===== src/rtl/spi_fifo_stat_pkg.sv =====
// Package: shared widths and status-word bit positions for the SPI FIFO
// status unit. The bit positions are software-visible and fixed.
package spi_fifo_stat_pkg;
    localparam int STAT_W     = 16;
    localparam int B_RX_EXC   = 11;
    localparam int B_RX_LVL_H = 10;
    localparam int B_RX_LVL_L = 8;
    localparam int B_RX_OVR   = 7;
    localparam int B_RX_IRQ   = 6;
    localparam int B_TX_IRQ   = 5;
    localparam int B_TX_UNR   = 4;
    localparam int B_TX_LVL_H = 3;
    localparam int B_TX_LVL_L = 1;
    localparam int B_SUM      = 0;

    // Sticky event flags held by the flag unit.
    typedef struct packed {
        logic ovr;
        logic rx_irq;
        logic tx_irq;
        logic unr;
        logic sum;
    } flags_t;
endpackage


===== src/rtl/spi_byte_fifo.sv =====
// Module: spi_byte_fifo
// Small circular byte queue. A push is accepted when there is room, or when
// a pop happens in the same cycle. A pop is accepted when not empty. It reports
// rejected pushes and pops and the level after this cycle's update.
// Assumes DEPTH >= 2. The head byte is combinational from storage.
module spi_byte_fifo #(
    parameter int DEPTH = 4,
    parameter int WIDTH = 8,
    localparam int AW = $clog2(DEPTH),
    localparam int CW = $clog2(DEPTH + 1)
) (
    input  logic             clk,
    input  logic             rst_n,
    input  logic             push_i,
    input  logic [WIDTH-1:0] data_i,
    input  logic             pop_i,
    output logic [WIDTH-1:0] head_o,
    output logic [CW-1:0]    level_o,
    output logic [CW-1:0]    level_nxt_o,
    output logic             push_ok_o,
    output logic             pop_ok_o,
    output logic             push_drop_o,
    output logic             pop_empty_o
);
    logic [WIDTH-1:0] mem [DEPTH];
    logic [AW-1:0]    wr_ptr, rd_ptr;
    logic [CW-1:0]    count;
    logic             full, empty;
    logic [AW-1:0]    wr_ptr_inc, rd_ptr_inc;

    assign full  = (count == CW'(DEPTH));
    assign empty = (count == '0);

    // Pointer increment: plain wrap for power-of-two depth, compare otherwise.
    generate
        if ((1 << AW) == DEPTH) begin : g_pow2
            assign wr_ptr_inc = wr_ptr + 1'b1;
            assign rd_ptr_inc = rd_ptr + 1'b1;
        end else begin : g_mod
            assign wr_ptr_inc = (wr_ptr == AW'(DEPTH - 1)) ? '0 : wr_ptr + 1'b1;
            assign rd_ptr_inc = (rd_ptr == AW'(DEPTH - 1)) ? '0 : rd_ptr + 1'b1;
        end
    endgenerate

    // Accept/reject decisions for this cycle.
    always_comb begin
        pop_ok_o    = pop_i && !empty;
        pop_empty_o = pop_i && empty;
        push_ok_o   = push_i && (!full || pop_ok_o);
        push_drop_o = push_i && !push_ok_o;
    end

    // Level after this cycle's accepted push and pop.
    always_comb begin
        level_nxt_o = count;
        if (push_ok_o && !pop_ok_o) level_nxt_o = count + 1'b1;
        if (!push_ok_o && pop_ok_o) level_nxt_o = count - 1'b1;
    end

    // Pointer and count registers.
    always_ff @(posedge clk) begin
        if (!rst_n) begin
            wr_ptr <= '0;
            rd_ptr <= '0;
            count  <= '0;
        end else begin
            if (push_ok_o) wr_ptr <= wr_ptr_inc;
            if (pop_ok_o)  rd_ptr <= rd_ptr_inc;
            count <= level_nxt_o;
        end
    end

    // Storage write; contents need no reset.
    always_ff @(posedge clk) begin
        if (push_ok_o) mem[wr_ptr] <= data_i;
    end

    assign head_o  = mem[rd_ptr];
    assign level_o = count;

    // the level never exceeds the depth.
    a_r1_level_bound: assert property (@(posedge clk) disable iff (!rst_n)
        count <= CW'(DEPTH));

    // a push into a full queue without a pop leaves the level unchanged.
    a_r4_full_hold: assert property (@(posedge clk) disable iff (!rst_n)
        (full && push_i && !pop_i) |=> (count == CW'(DEPTH)));
endmodule


===== src/rtl/spi_stat_flags.sv =====
// Module: spi_stat_flags
// Sticky event flags, summary interrupt and transmit send counter.
// Event inputs come from the two queues in the same cycle they happen.
// A status read clears the flags, but an event in the same cycle wins.
module spi_stat_flags #(
    parameter int CW = 3
) (
    input  logic          clk,
    input  logic          rst_n,
    input  logic          rx_push_ok_i,
    input  logic [CW-1:0] rx_level_nxt_i,
    input  logic          rx_drop_i,
    input  logic          tx_pop_ok_i,
    input  logic          tx_pop_empty_i,
    input  logic [CW-1:0] cfg_count_i,
    input  logic          cfg_txmode_i,
    input  logic          cfg_rx_flush_i,
    input  logic          cfg_tx_flush_i,
    input  logic          rd_stat_i,
    output spi_fifo_stat_pkg::flags_t flags_o
);
    import spi_fifo_stat_pkg::*;

    flags_t        fl_q;
    logic [CW-1:0] sent_cnt;
    logic          rx_irq_evt, tx_irq_evt, ovr_evt, unr_evt, sum_evt;
    logic          thr_nz, sent_hit;

    assign thr_nz = (cfg_count_i != '0);

    // Receive interrupt event: accepted byte brings the level to the threshold.
    always_comb begin
        rx_irq_evt = !cfg_txmode_i && thr_nz && rx_push_ok_i
                     && (rx_level_nxt_i == cfg_count_i);
    end

    // Send counter reaches the threshold on this accepted pull.
    always_comb begin
        sent_hit   = thr_nz && ((sent_cnt + 1'b1) == cfg_count_i);
        tx_irq_evt = cfg_txmode_i && tx_pop_ok_i && sent_hit;
    end

    // Error events and the combined interrupt event.
    always_comb begin
        ovr_evt = rx_drop_i;
        unr_evt = tx_pop_empty_i;
        sum_evt = rx_irq_evt || tx_irq_evt
                  || (ovr_evt && !cfg_rx_flush_i)
                  || (unr_evt && !cfg_tx_flush_i);
    end

    // Send counter: runs in transmit mode only, restarts at the threshold.
    always_ff @(posedge clk) begin
        if (!rst_n) begin
            sent_cnt <= '0;
        end else if (cfg_txmode_i && tx_pop_ok_i) begin
            sent_cnt <= sent_hit ? '0 : sent_cnt + 1'b1;
        end
    end

    // Sticky flags: set by events, cleared by a status read, set has priority.
    always_ff @(posedge clk) begin
        if (!rst_n) begin
            fl_q <= '0;
        end else begin
            fl_q.ovr    <= ovr_evt    || (fl_q.ovr    && !rd_stat_i);
            fl_q.rx_irq <= rx_irq_evt || (fl_q.rx_irq && !rd_stat_i);
            fl_q.tx_irq <= tx_irq_evt || (fl_q.tx_irq && !rd_stat_i);
            fl_q.unr    <= unr_evt    || (fl_q.unr    && !rd_stat_i);
            fl_q.sum    <= sum_evt    || (fl_q.sum    && !rd_stat_i);
        end
    end

    assign flags_o = fl_q;

    // an overrun event is visible after the edge even with a read.
    a_r10_set_wins: assert property (@(posedge clk) disable iff (!rst_n)
        ovr_evt |=> fl_q.ovr);

    // a read with no events clears the summary bit.
    a_r9_read_clears: assert property (@(posedge clk) disable iff (!rst_n)
        (rd_stat_i && !rx_irq_evt && !tx_irq_evt && !ovr_evt && !unr_evt)
        |=> !fl_q.sum);

    // the transmit interrupt flag only rises in transmit mode.
    a_r7_txirq_mode: assert property (@(posedge clk) disable iff (!rst_n)
        $rose(fl_q.tx_irq) |-> $past(cfg_txmode_i));

    // a flushed overrun alone does not raise the summary bit.
    a_r8_flush_quiet: assert property (@(posedge clk) disable iff (!rst_n)
        (ovr_evt && cfg_rx_flush_i && !rx_irq_evt && !tx_irq_evt && !unr_evt
         && !fl_q.sum) |=> !fl_q.sum);
endmodule


===== src/rtl/spi_fifo_stat.sv =====
// Module: spi_fifo_stat (top)
// Receive and transmit byte queues with a status word and an interrupt.
// The shift engine drives rx_strobe_i and tx_pull_i. The bus side drives
// single-cycle write, read and status-read strobes. Assumes a 4-entry depth
// so that both levels fit the 3-bit status fields.
module spi_fifo_stat #(
    parameter int DEPTH = 4,
    parameter int DW    = 8,
    localparam int CW   = $clog2(DEPTH + 1)
) (
    input  logic          clk,
    input  logic          rst_n,
    input  logic          rx_strobe_i,
    input  logic [DW-1:0] rx_byte_i,
    input  logic          tx_pull_i,
    output logic [DW-1:0] tx_byte_o,
    output logic          tx_avail_o,
    input  logic          bus_wr_tx_i,
    input  logic [DW-1:0] bus_wdata_i,
    input  logic          bus_rd_rx_i,
    output logic [DW-1:0] bus_rx_data_o,
    input  logic          bus_rd_stat_i,
    output logic [15:0]   stat_word_o,
    input  logic [CW-1:0] cfg_count_i,
    input  logic          cfg_txmode_i,
    input  logic          cfg_rx_flush_i,
    input  logic          cfg_tx_flush_i,
    output logic          irq_o
);
    import spi_fifo_stat_pkg::*;

    logic [CW-1:0] rx_lvl, rx_lvl_nxt, tx_lvl, tx_lvl_nxt;
    logic          rx_push_ok, rx_pop_ok, rx_drop, rx_pop_empty;
    logic          tx_push_ok, tx_pop_ok, tx_drop, tx_pop_empty;
    flags_t        flags;

    spi_byte_fifo #(.DEPTH(DEPTH), .WIDTH(DW)) u_rx_fifo (
        .clk(clk), .rst_n(rst_n),
        .push_i(rx_strobe_i), .data_i(rx_byte_i), .pop_i(bus_rd_rx_i),
        .head_o(bus_rx_data_o), .level_o(rx_lvl), .level_nxt_o(rx_lvl_nxt),
        .push_ok_o(rx_push_ok), .pop_ok_o(rx_pop_ok),
        .push_drop_o(rx_drop), .pop_empty_o(rx_pop_empty)
    );

    spi_byte_fifo #(.DEPTH(DEPTH), .WIDTH(DW)) u_tx_fifo (
        .clk(clk), .rst_n(rst_n),
        .push_i(bus_wr_tx_i), .data_i(bus_wdata_i), .pop_i(tx_pull_i),
        .head_o(tx_byte_o), .level_o(tx_lvl), .level_nxt_o(tx_lvl_nxt),
        .push_ok_o(tx_push_ok), .pop_ok_o(tx_pop_ok),
        .push_drop_o(tx_drop), .pop_empty_o(tx_pop_empty)
    );

    spi_stat_flags #(.CW(CW)) u_flags (
        .clk(clk), .rst_n(rst_n),
        .rx_push_ok_i(rx_push_ok), .rx_level_nxt_i(rx_lvl_nxt),
        .rx_drop_i(rx_drop),
        .tx_pop_ok_i(tx_pop_ok), .tx_pop_empty_i(tx_pop_empty),
        .cfg_count_i(cfg_count_i), .cfg_txmode_i(cfg_txmode_i),
        .cfg_rx_flush_i(cfg_rx_flush_i), .cfg_tx_flush_i(cfg_tx_flush_i),
        .rd_stat_i(bus_rd_stat_i), .flags_o(flags)
    );

    assign tx_avail_o = (tx_lvl != '0);
    assign irq_o      = flags.sum;

    // Status word assembly from levels, excess compare and sticky flags.
    always_comb begin
        stat_word_o                         = '0;
        stat_word_o[B_RX_EXC]               = (rx_lvl > cfg_count_i);
        stat_word_o[B_RX_LVL_H:B_RX_LVL_L]  = 3'(rx_lvl);
        stat_word_o[B_RX_OVR]               = flags.ovr;
        stat_word_o[B_RX_IRQ]               = flags.rx_irq;
        stat_word_o[B_TX_IRQ]               = flags.tx_irq;
        stat_word_o[B_TX_UNR]               = flags.unr;
        stat_word_o[B_TX_LVL_H:B_TX_LVL_L]  = 3'(tx_lvl);
        stat_word_o[B_SUM]                  = flags.sum;
    end

    // reserved status bits never read as one.
    a_r2_reserved_zero: assert property (@(posedge clk) disable iff (!rst_n)
        stat_word_o[15:12] == 4'b0000);

    // an empty pull leaves the transmit level at zero.
    a_r5_empty_pull: assert property (@(posedge clk) disable iff (!rst_n)
        (tx_pull_i && tx_lvl == '0 && !bus_wr_tx_i) |=> (tx_lvl == '0));
endmodule


===== config.mk =====
export PLATFORM = sky130hd
export DESIGN_NAME = spi_fifo_stat
export DESIGN_NICKNAME = d
export VERILOG_FILES = /design/src/rtl/spi_fifo_stat_pkg.sv /design/src/rtl/spi_byte_fifo.sv /design/src/rtl/spi_stat_flags.sv /design/src/rtl/spi_fifo_stat.sv
export SDC_FILE = /design/constraint.sdc
export NUM_CORES = 1
export LEC_CHECK = 0
export ABC_AREA = 1
export CORE_ASPECT_RATIO = 0.7
export CORE_MARGIN = 3
export CORE_UTILIZATION = 57
export DETAILED_ROUTE_END_ITERATION = 8
export PLACE_DENSITY = 0.84
export SETUP_SLACK_MARGIN = 0.4
export SLEW_MARGIN = 40
export SYNTH_ARGS = -nofsm -noshare
export SYNTH_HDL_FRONTEND = slang
export SYNTH_SLANG_ARGS = --single-unit
export TNS_END_PERCENT = 100

===== constraint.sdc =====
create_clock -name clk -period 3.64 [get_ports clk]
set_input_delay 0.364 -clock clk [delete_from_list [all_inputs] [get_ports clk]]
set_output_delay 0.364 -clock clk [all_outputs]
set_load 0.01 [all_outputs]

==> results.sh, run 1 <==
export IMPL_ys_flop_type="edfxtp_1"
export IMPL_syn_inst=360
export IMPL_slew_violations=0
export IMPL_layout_nets=466
export IMPL_fin_skew_ns=0.008819
export IMPL_seq_power_share_pct=47.9
export IMPL_cp_start_kind="flip-flop"
export IMPL_grt_pass1_vias=2633
export IMPL_cts_tree="done"
export IMPL_critical_path_slowest_cell="dfxtp_1"
export IMPL_vias_per_cell=5.215
export IMPL_route_detailed_drc=0
export IMPL_syn2layout_area_growth_pct=22.06
export IMPL_grt_max_degree=18
export IMPL_intPower_uw=1870
export IMPL_synth_top_cell_by_area="edfxtp_1"
export IMPL_outcome="finished, final reports clean"
export IMPL_portBuffers=58
export IMPL_ctsHoldBuffers=0
export IMPL_routed_wl_um=7818
export IMPL_ant_nets=0
export IMPL_hold_viol_final=0
export IMPL_setup_viol=0
export IMPL_synthTopCellsByCount="edfxtp_1, nor2_1, inv_1, o21ai_0, nand2_1"
export IMPL_clk_pin_slew_ns=0.08
export IMPL_leakagePower_uw=0.001776
export IMPL_antenna_found_initial=0
export IMPL_drive_above_1_share_pct=6.588
export IMPL_grt_overflow_total=0
export IMPL_die_width_um=104.6
export IMPL_dpl_instance_area_um2=4526
export IMPL_synth_top_area_share_pct=49.53
export IMPL_avgSynthCellArea_um2=10.78
export IMPL_htree_levels=3
export IMPL_ir_drop_mv=0.2943
export IMPL_crit_type="reg2out"
export IMPL_clockPowerShare_pct=27.2
export IMPL_clock_latency_ns=0.36
export IMPL_grt_pass1_wl_um=12620
export IMPL_initial_core_util_pct=60.66
export IMPL_dr_total_vias=2691
export IMPL_stdcell_area_um2=4736
export IMPL_cts_resized_gates=0
export IMPL_cp_arrival_ns=2.29
export IMPL_synth_most_common_cell="edfxtp_1"
export IMPL_async_flop_share_pct=0
export IMPL_fp_row_count=24
export IMPL_tns_ns=0
export IMPL_crit_fanout=17
export IMPL_p_sw_share_pct=28.81
export IMPL_clockBufferDepth=2
export IMPL_drt_iter0_drc=139
export IMPL_wl_per_cell_um=15.15
export IMPL_gp_congestion=0.8487
export IMPL_worstPathRequired_ns=3.28
export IMPL_relSlewSlack_pct=47.83
export IMPL_ys_ff_latch=90
export IMPL_post_route_period_util_pct=72.92
export IMPL_ys_warn_count=0
export IMPL_hpwl_um=5584
export IMPL_synth_edf_count=64
export IMPL_fmaxAchievable_mhz=376.8
export IMPL_die_area_um2=7849
export IMPL_drt_pass1_iter_count=4
export IMPL_hp_start="u_flags.flags_o[1]"
export IMPL_synthDistinctLibCells=31
export IMPL_rr_startpoint="u_rx_fifo.level_o[0]"
export IMPL_rsz0062_at_grt="no"
export IMPL_hp_class="reg2reg"
export IMPL_timing_max_cap_violations=0
export IMPL_p_per_area_nw_per_um2=554.6
export IMPL_slowest_delay_ns=0.67
export IMPL_gr_usage_all_layers_pct=21.12
export IMPL_syn_area_um2=3880
export IMPL_post_route_min_period_ns=2.654
export IMPL_synth_area_leaders="edfxtp_1, dfxtp_1, o21ai_0, nor2_1, ha_1"
export IMPL_endpoint_kind="output port"
export IMPL_path_cells="inv_1, o21ai_0, o22ai_1, clkdlybuf4s50_1"
export IMPL_dieHeight_um=75.03
export IMPL_tightestPinTransition_ns=0.7797
export IMPL_io_pins=63
export IMPL_cts_made_buffers=9
export IMPL_insertedDiodeCount=0
export IMPL_cts_sinks=90
export IMPL_yosysSeqAreaShare_pct=62.95
export IMPL_power_switching_uw=756.7
export IMPL_cts_setup_buffers=0
export IMPL_cts_root_buffer="clkbuf_8"
export IMPL_core_um2=6396
export IMPL_pwr_share_comb_pct=24.9
==> power groups by stage <==
stage / clock network (uW) / registers (uW) / logic (uW)
after CTS: 726 / 1260 / 656
final: 714 / 1260 / 653
after global routing: 776 / 1270 / 728
after global placement: 0 / 1280 / 627
after detailed placement: 0 / 1280 / 651
after floorplan: 0 / 1260 / 374
==> worst paths after layout <==
| kind | end | slack (ns) | cells past startpoint |
|---|---|---|---|
| max | tx_byte_o[0] | 0.99 | 4 |
| min | u_flags.flags_o[1] | 0.47 | 2 |
| max reg2reg | u_rx_fifo.mem[3][4] | 1.52 | 5 |
| min reg2reg | u_flags.flags_o[1] | 0.47 | 2 |
==> cells in the final DEF, fill, tap and decap left out, drive strengths merged, types with 2 or more instances in the layout <==
cell type / synthesis / final
xnor2: 2 / 2
bufinv: 0 / 2
conb: 1 / 4
or2: 2 / 2
o22ai: 16 / 16
o21ai: 45 / 45
nand3: 13 / 13
a211oi: 2 / 2
xor2: 4 / 4
clkdlybuf4s50: 0 / 58
a21oi: 21 / 21
a31oi: 2 / 2
dfxtp: 26 / 26
inv: 43 / 44
clkbuf: 6 / 11
nand2: 32 / 32
ha: 15 / 15
edfxtp: 64 / 64
nand4: 3 / 3
nor2: 54 / 54
==> cells by family (layout without fill, tap and decap cells) <==
| logic type | count (synthesis) | in the layout | synth area share (%) |
|---|---|---|---|
| AND/OR/NAND/NOR | 104 | 104 | 12.09 |
| flip-flops | 90 | 90 | 62.95 |
| AO/OA/AOI/OAI | 88 | 88 | 12.35 |
| buffers and inverters | 55 | 117 | 5.804 |
| adder cells (fa/ha/maj) | 16 | 16 | 5.353 |
| XOR/XNOR | 6 | 6 | 1.354 |
| other | 1 | 4 | 0.09665 |
==> layer usage <==
| metal | vias up | track usage [%] | share of wire, % |
|---|---|---|---|
| li1 | 1352 | - | - |
| met1 | 1255 | 26.42 | 44 |
| met2 | 77 | 36.12 | 49 |
| met3 | 7 | 6.855 | 6.1 |
| met4 | 0 | 6.259 | 1.1 |
| met5 | - | 0 | 0 |
==> worst max-delay path, delay by kind of cell, from the launching register on <==
kind / cells / cell delay [ns]
buffers and inverters: 2 / 0.89
DFF: 1 / 0.67
AOI/OAI and AO/OA: 2 / 0.37
==> state kept, by name, indices dropped and copies added, names as in the netlist, named ones only <==
name,cells
u_rx_fifo.wr_ptr,2
u_flags.sent_cnt,3
u_tx_fifo.level_o,3
u_rx_fifo.rd_ptr,2
u_rx_fifo.mem,32
u_tx_fifo.rd_ptr,2
u_flags.flags_o,5
u_tx_fifo.wr_ptr,2
u_rx_fifo.level_o,3
u_tx_fifo.mem,32
==> metrics by stage <==
stage	instances	total power (uW)	utilization, %	hold WS, ns	setup WS (ns)
finish	516	2626	74.04	0.4701	0.9859
global route	516	2774	74.04	0.4980	0.7736
CTS	516	2640	74.00	0.4671	0.9619
detailed placement	501	1931	70.76	0.4545	0.9831
global placement	501	1903	70.76	0.4514	1.129
floorplan	363	1636	-	0.4362	1.806
==> final cells by class <==
cell class / instances / area, um^2
inverter: 44 / 165.2
multi-input combinational: 218 / 1226
clock buffer: 11 / 131.4
sequential: 90 / 2442
timing repair buffer: 58 / 580.6
clock inverter: 4 / 76.32
tap: 91 / 113.9
fill: 465 / 1660
(Power assumes the default switching activity.)
==> run 2, diff against run 1 <==
Settings changed: CORE_UTILIZATION 57 to 53, PLACE_DENSITY 0.84 to 0.79.
Clock period 3.64 ns to 2.75 ns, I/O delays scaled along.
==> run 2 against run 1 <==
Effect of this change:
- clock power is 25% higher
- critical endpoint is now tx_byte_o[1]
- critical path depth unchanged
- setup slack got worse by 0.45 ns
- largest cell class unchanged
- highest routed layer unchanged
==> results.sh, run 2 (synthesis gave the netlist of run 1 again) <==
export IMPL_grt_pass1_wl_um=12900
export IMPL_timing_max_cap_violations=0
export IMPL_grt_overflow_total=0
export IMPL_drt_iter0_drc=185
export IMPL_pwr_share_comb_pct=26.7
export IMPL_holdPathStages=2
export IMPL_routed_wl_um=7703
export IMPL_leakagePower_uw=0.001835
export IMPL_fmaxAchievable_mhz=451.6
export IMPL_hpwl_um=5517
export IMPL_setup_viol=0
export IMPL_syn2layout_area_growth_pct=24.73
export IMPL_slew_violations=0
export IMPL_crit_fanout=12
export IMPL_seq_power_share_pct=47.5
export IMPL_fin_util_pct=70.01
export IMPL_initial_core_util_pct=56.13
export IMPL_grt_pass1_vias=2678
export IMPL_cp_depth=4
export IMPL_vias_per_cell=5.209
export IMPL_total_power_uw=3461
export IMPL_ctsHoldBuffers=0
export IMPL_intPower_uw=2424
export IMPL_p_per_area_nw_per_um2=715.2
export IMPL_insertedDiodeCount=0
export IMPL_outcome="finished, final reports clean"
export IMPL_hp_class="reg2reg"
export IMPL_slowest_delay_ns=0.57
export IMPL_cp_start_kind="flip-flop"
export IMPL_cts_sinks=90
export IMPL_hold_viol_final=0
export IMPL_cp_arrival_ns=1.94
export IMPL_cts_root_buffer="clkbuf_8"
export IMPL_power_switching_uw=1037
export IMPL_dr_total_vias=2771
export IMPL_clockPowerShare_pct=25.7
export IMPL_final_common_cell="edfxtp_1"
export IMPL_fp_row_count=25
export IMPL_dieHeight_um=77.59
export IMPL_worstPathRequired_ns=2.48
export IMPL_dpl_instance_area_um2=4604
export IMPL_layout_nets=478
export IMPL_wl_per_cell_um=14.48
export IMPL_die_area_um2=8400
export IMPL_final_cell_mix="edfxtp_1, clkdlybuf4s50_1, nor2_1, o21ai_0, inv_1"
export IMPL_p_sw_share_pct=29.96
export IMPL_post_route_period_util_pct=80.52
export IMPL_die_width_um=108.3
export IMPL_cp_top_family="buffers and inverters"
export IMPL_portBuffers=58
export IMPL_fin_skew_ns=0.007143
export IMPL_gp_congestion=0.8584
export IMPL_gr_usage_all_layers_pct=19.85
export IMPL_critical_path_slowest_cell="clkdlybuf4s50_1"
export IMPL_clock_latency_ns=0.35
export IMPL_crit_type="reg2out"
export IMPL_stdcell_area_um2=4840
export IMPL_clockBufferDepth=2
export IMPL_drive_above_1_share_pct=9.817
export IMPL_ir_drop_mv=0.3382
export IMPL_endpoint_kind="output port"
export IMPL_post_route_min_period_ns=2.214
export IMPL_htree_levels=3
export IMPL_cts_tree="done"
export IMPL_tns_ns=0
export IMPL_ant_nets=0
export IMPL_io_pins=63
export IMPL_rr_worst_depth=9
export IMPL_core_um2=6913
export IMPL_cts_made_buffers=9
export IMPL_rsz0062_at_grt="no"
export IMPL_route_detailed_drc=0
export IMPL_worst_path_buf_inv=2
export IMPL_antenna_found_initial=0
export IMPL_drt_pass1_iter_count=4
export IMPL_path_cells="buf_4, o21ai_0, o22ai_1, clkdlybuf4s50_1"
export IMPL_grt_max_degree=18
export IMPL_whs_ns=0.4711
export IMPL_clk_pin_slew_ns=0.08
-- run 2: stage by stage --
step / setup slack [ns] / instances
global placement: 0.4056 / 514
global route: 0.4189 / 532
CTS: 0.4236 / 530
finish: 0.5358 / 532
detailed placement: 0.3386 / 514
floorplan: 0.9158 / 363
-- run 2: final timing paths --
path	to	slack [ns]	startpoint
max	tx_byte_o[1]	0.54	flip-flop
min reg2reg	u_flags.flags_o[2]	0.47	u_flags.flags_o[2]
max reg2reg	u_flags.flags_o[3]	0.89	u_rx_fifo.level_o[0]
min	u_flags.flags_o[2]	0.47	u_flags.flags_o[2]
-- run 2: layout make-up --
cell class / count / area (um^2)
clock buffer: 10 / 127.6
clock inverter: 6 / 71.32
fill: 521 / 2073
inverter: 44 / 172.7
multi-input combinational: 218 / 1224
sequential: 90 / 2442
tap: 94 / 117.6
timing repair buffer: 69 / 676.9
timing repair inverter: 1 / 7.507
-- run 2: per-layer routing --
layer | track usage (%) | vias up | wire, um
met5 | 0 | - | 0
met4 | 7.440 | 0 | 85
met3 | 5.736 | 10 | 518
met2 | 29.78 | 90 | 3662
met1 | 27.53 | 1290 | 3436
li1 | - | 1381 | -
-- run 2: power groups by stage --
stage | Clock [uW] | Sequential [uW] | Combinational, uW
6_report | 891 | 1640 | 926
5_1_grt | 970 | 1660 | 1040
4_1_cts | 910 | 1640 | 909
3_5_place_dp | 0 | 1670 | 905
3_3_place_gp | 0 | 1670 | 876
2_1_floorplan | 0 | 1670 | 495
-- run 2: what timing repair did --
| item | in CTS | in global routing |
|---|---|---|
| gates resized for setup | 3 | 3 |
| setup endpoints to repair | 5 | 13 |
| gates cloned | 0 | 1 |
| buffers inserted | 0 | 1 |
| hold endpoints to repair | 0 | 0 |
-- run 2: worst register-to-register path: stages (launching register included) --
cell,delay [ns]
dfxtp_1,0.41
inv_1,0.14
ha_1,0.28
nand3_2,0.13
nand2_1,0.21
a211oi_2,0.23
nand3_2,0.10
nor2_2,0.10
nand2_1,0.07
a21oi_1,0.12
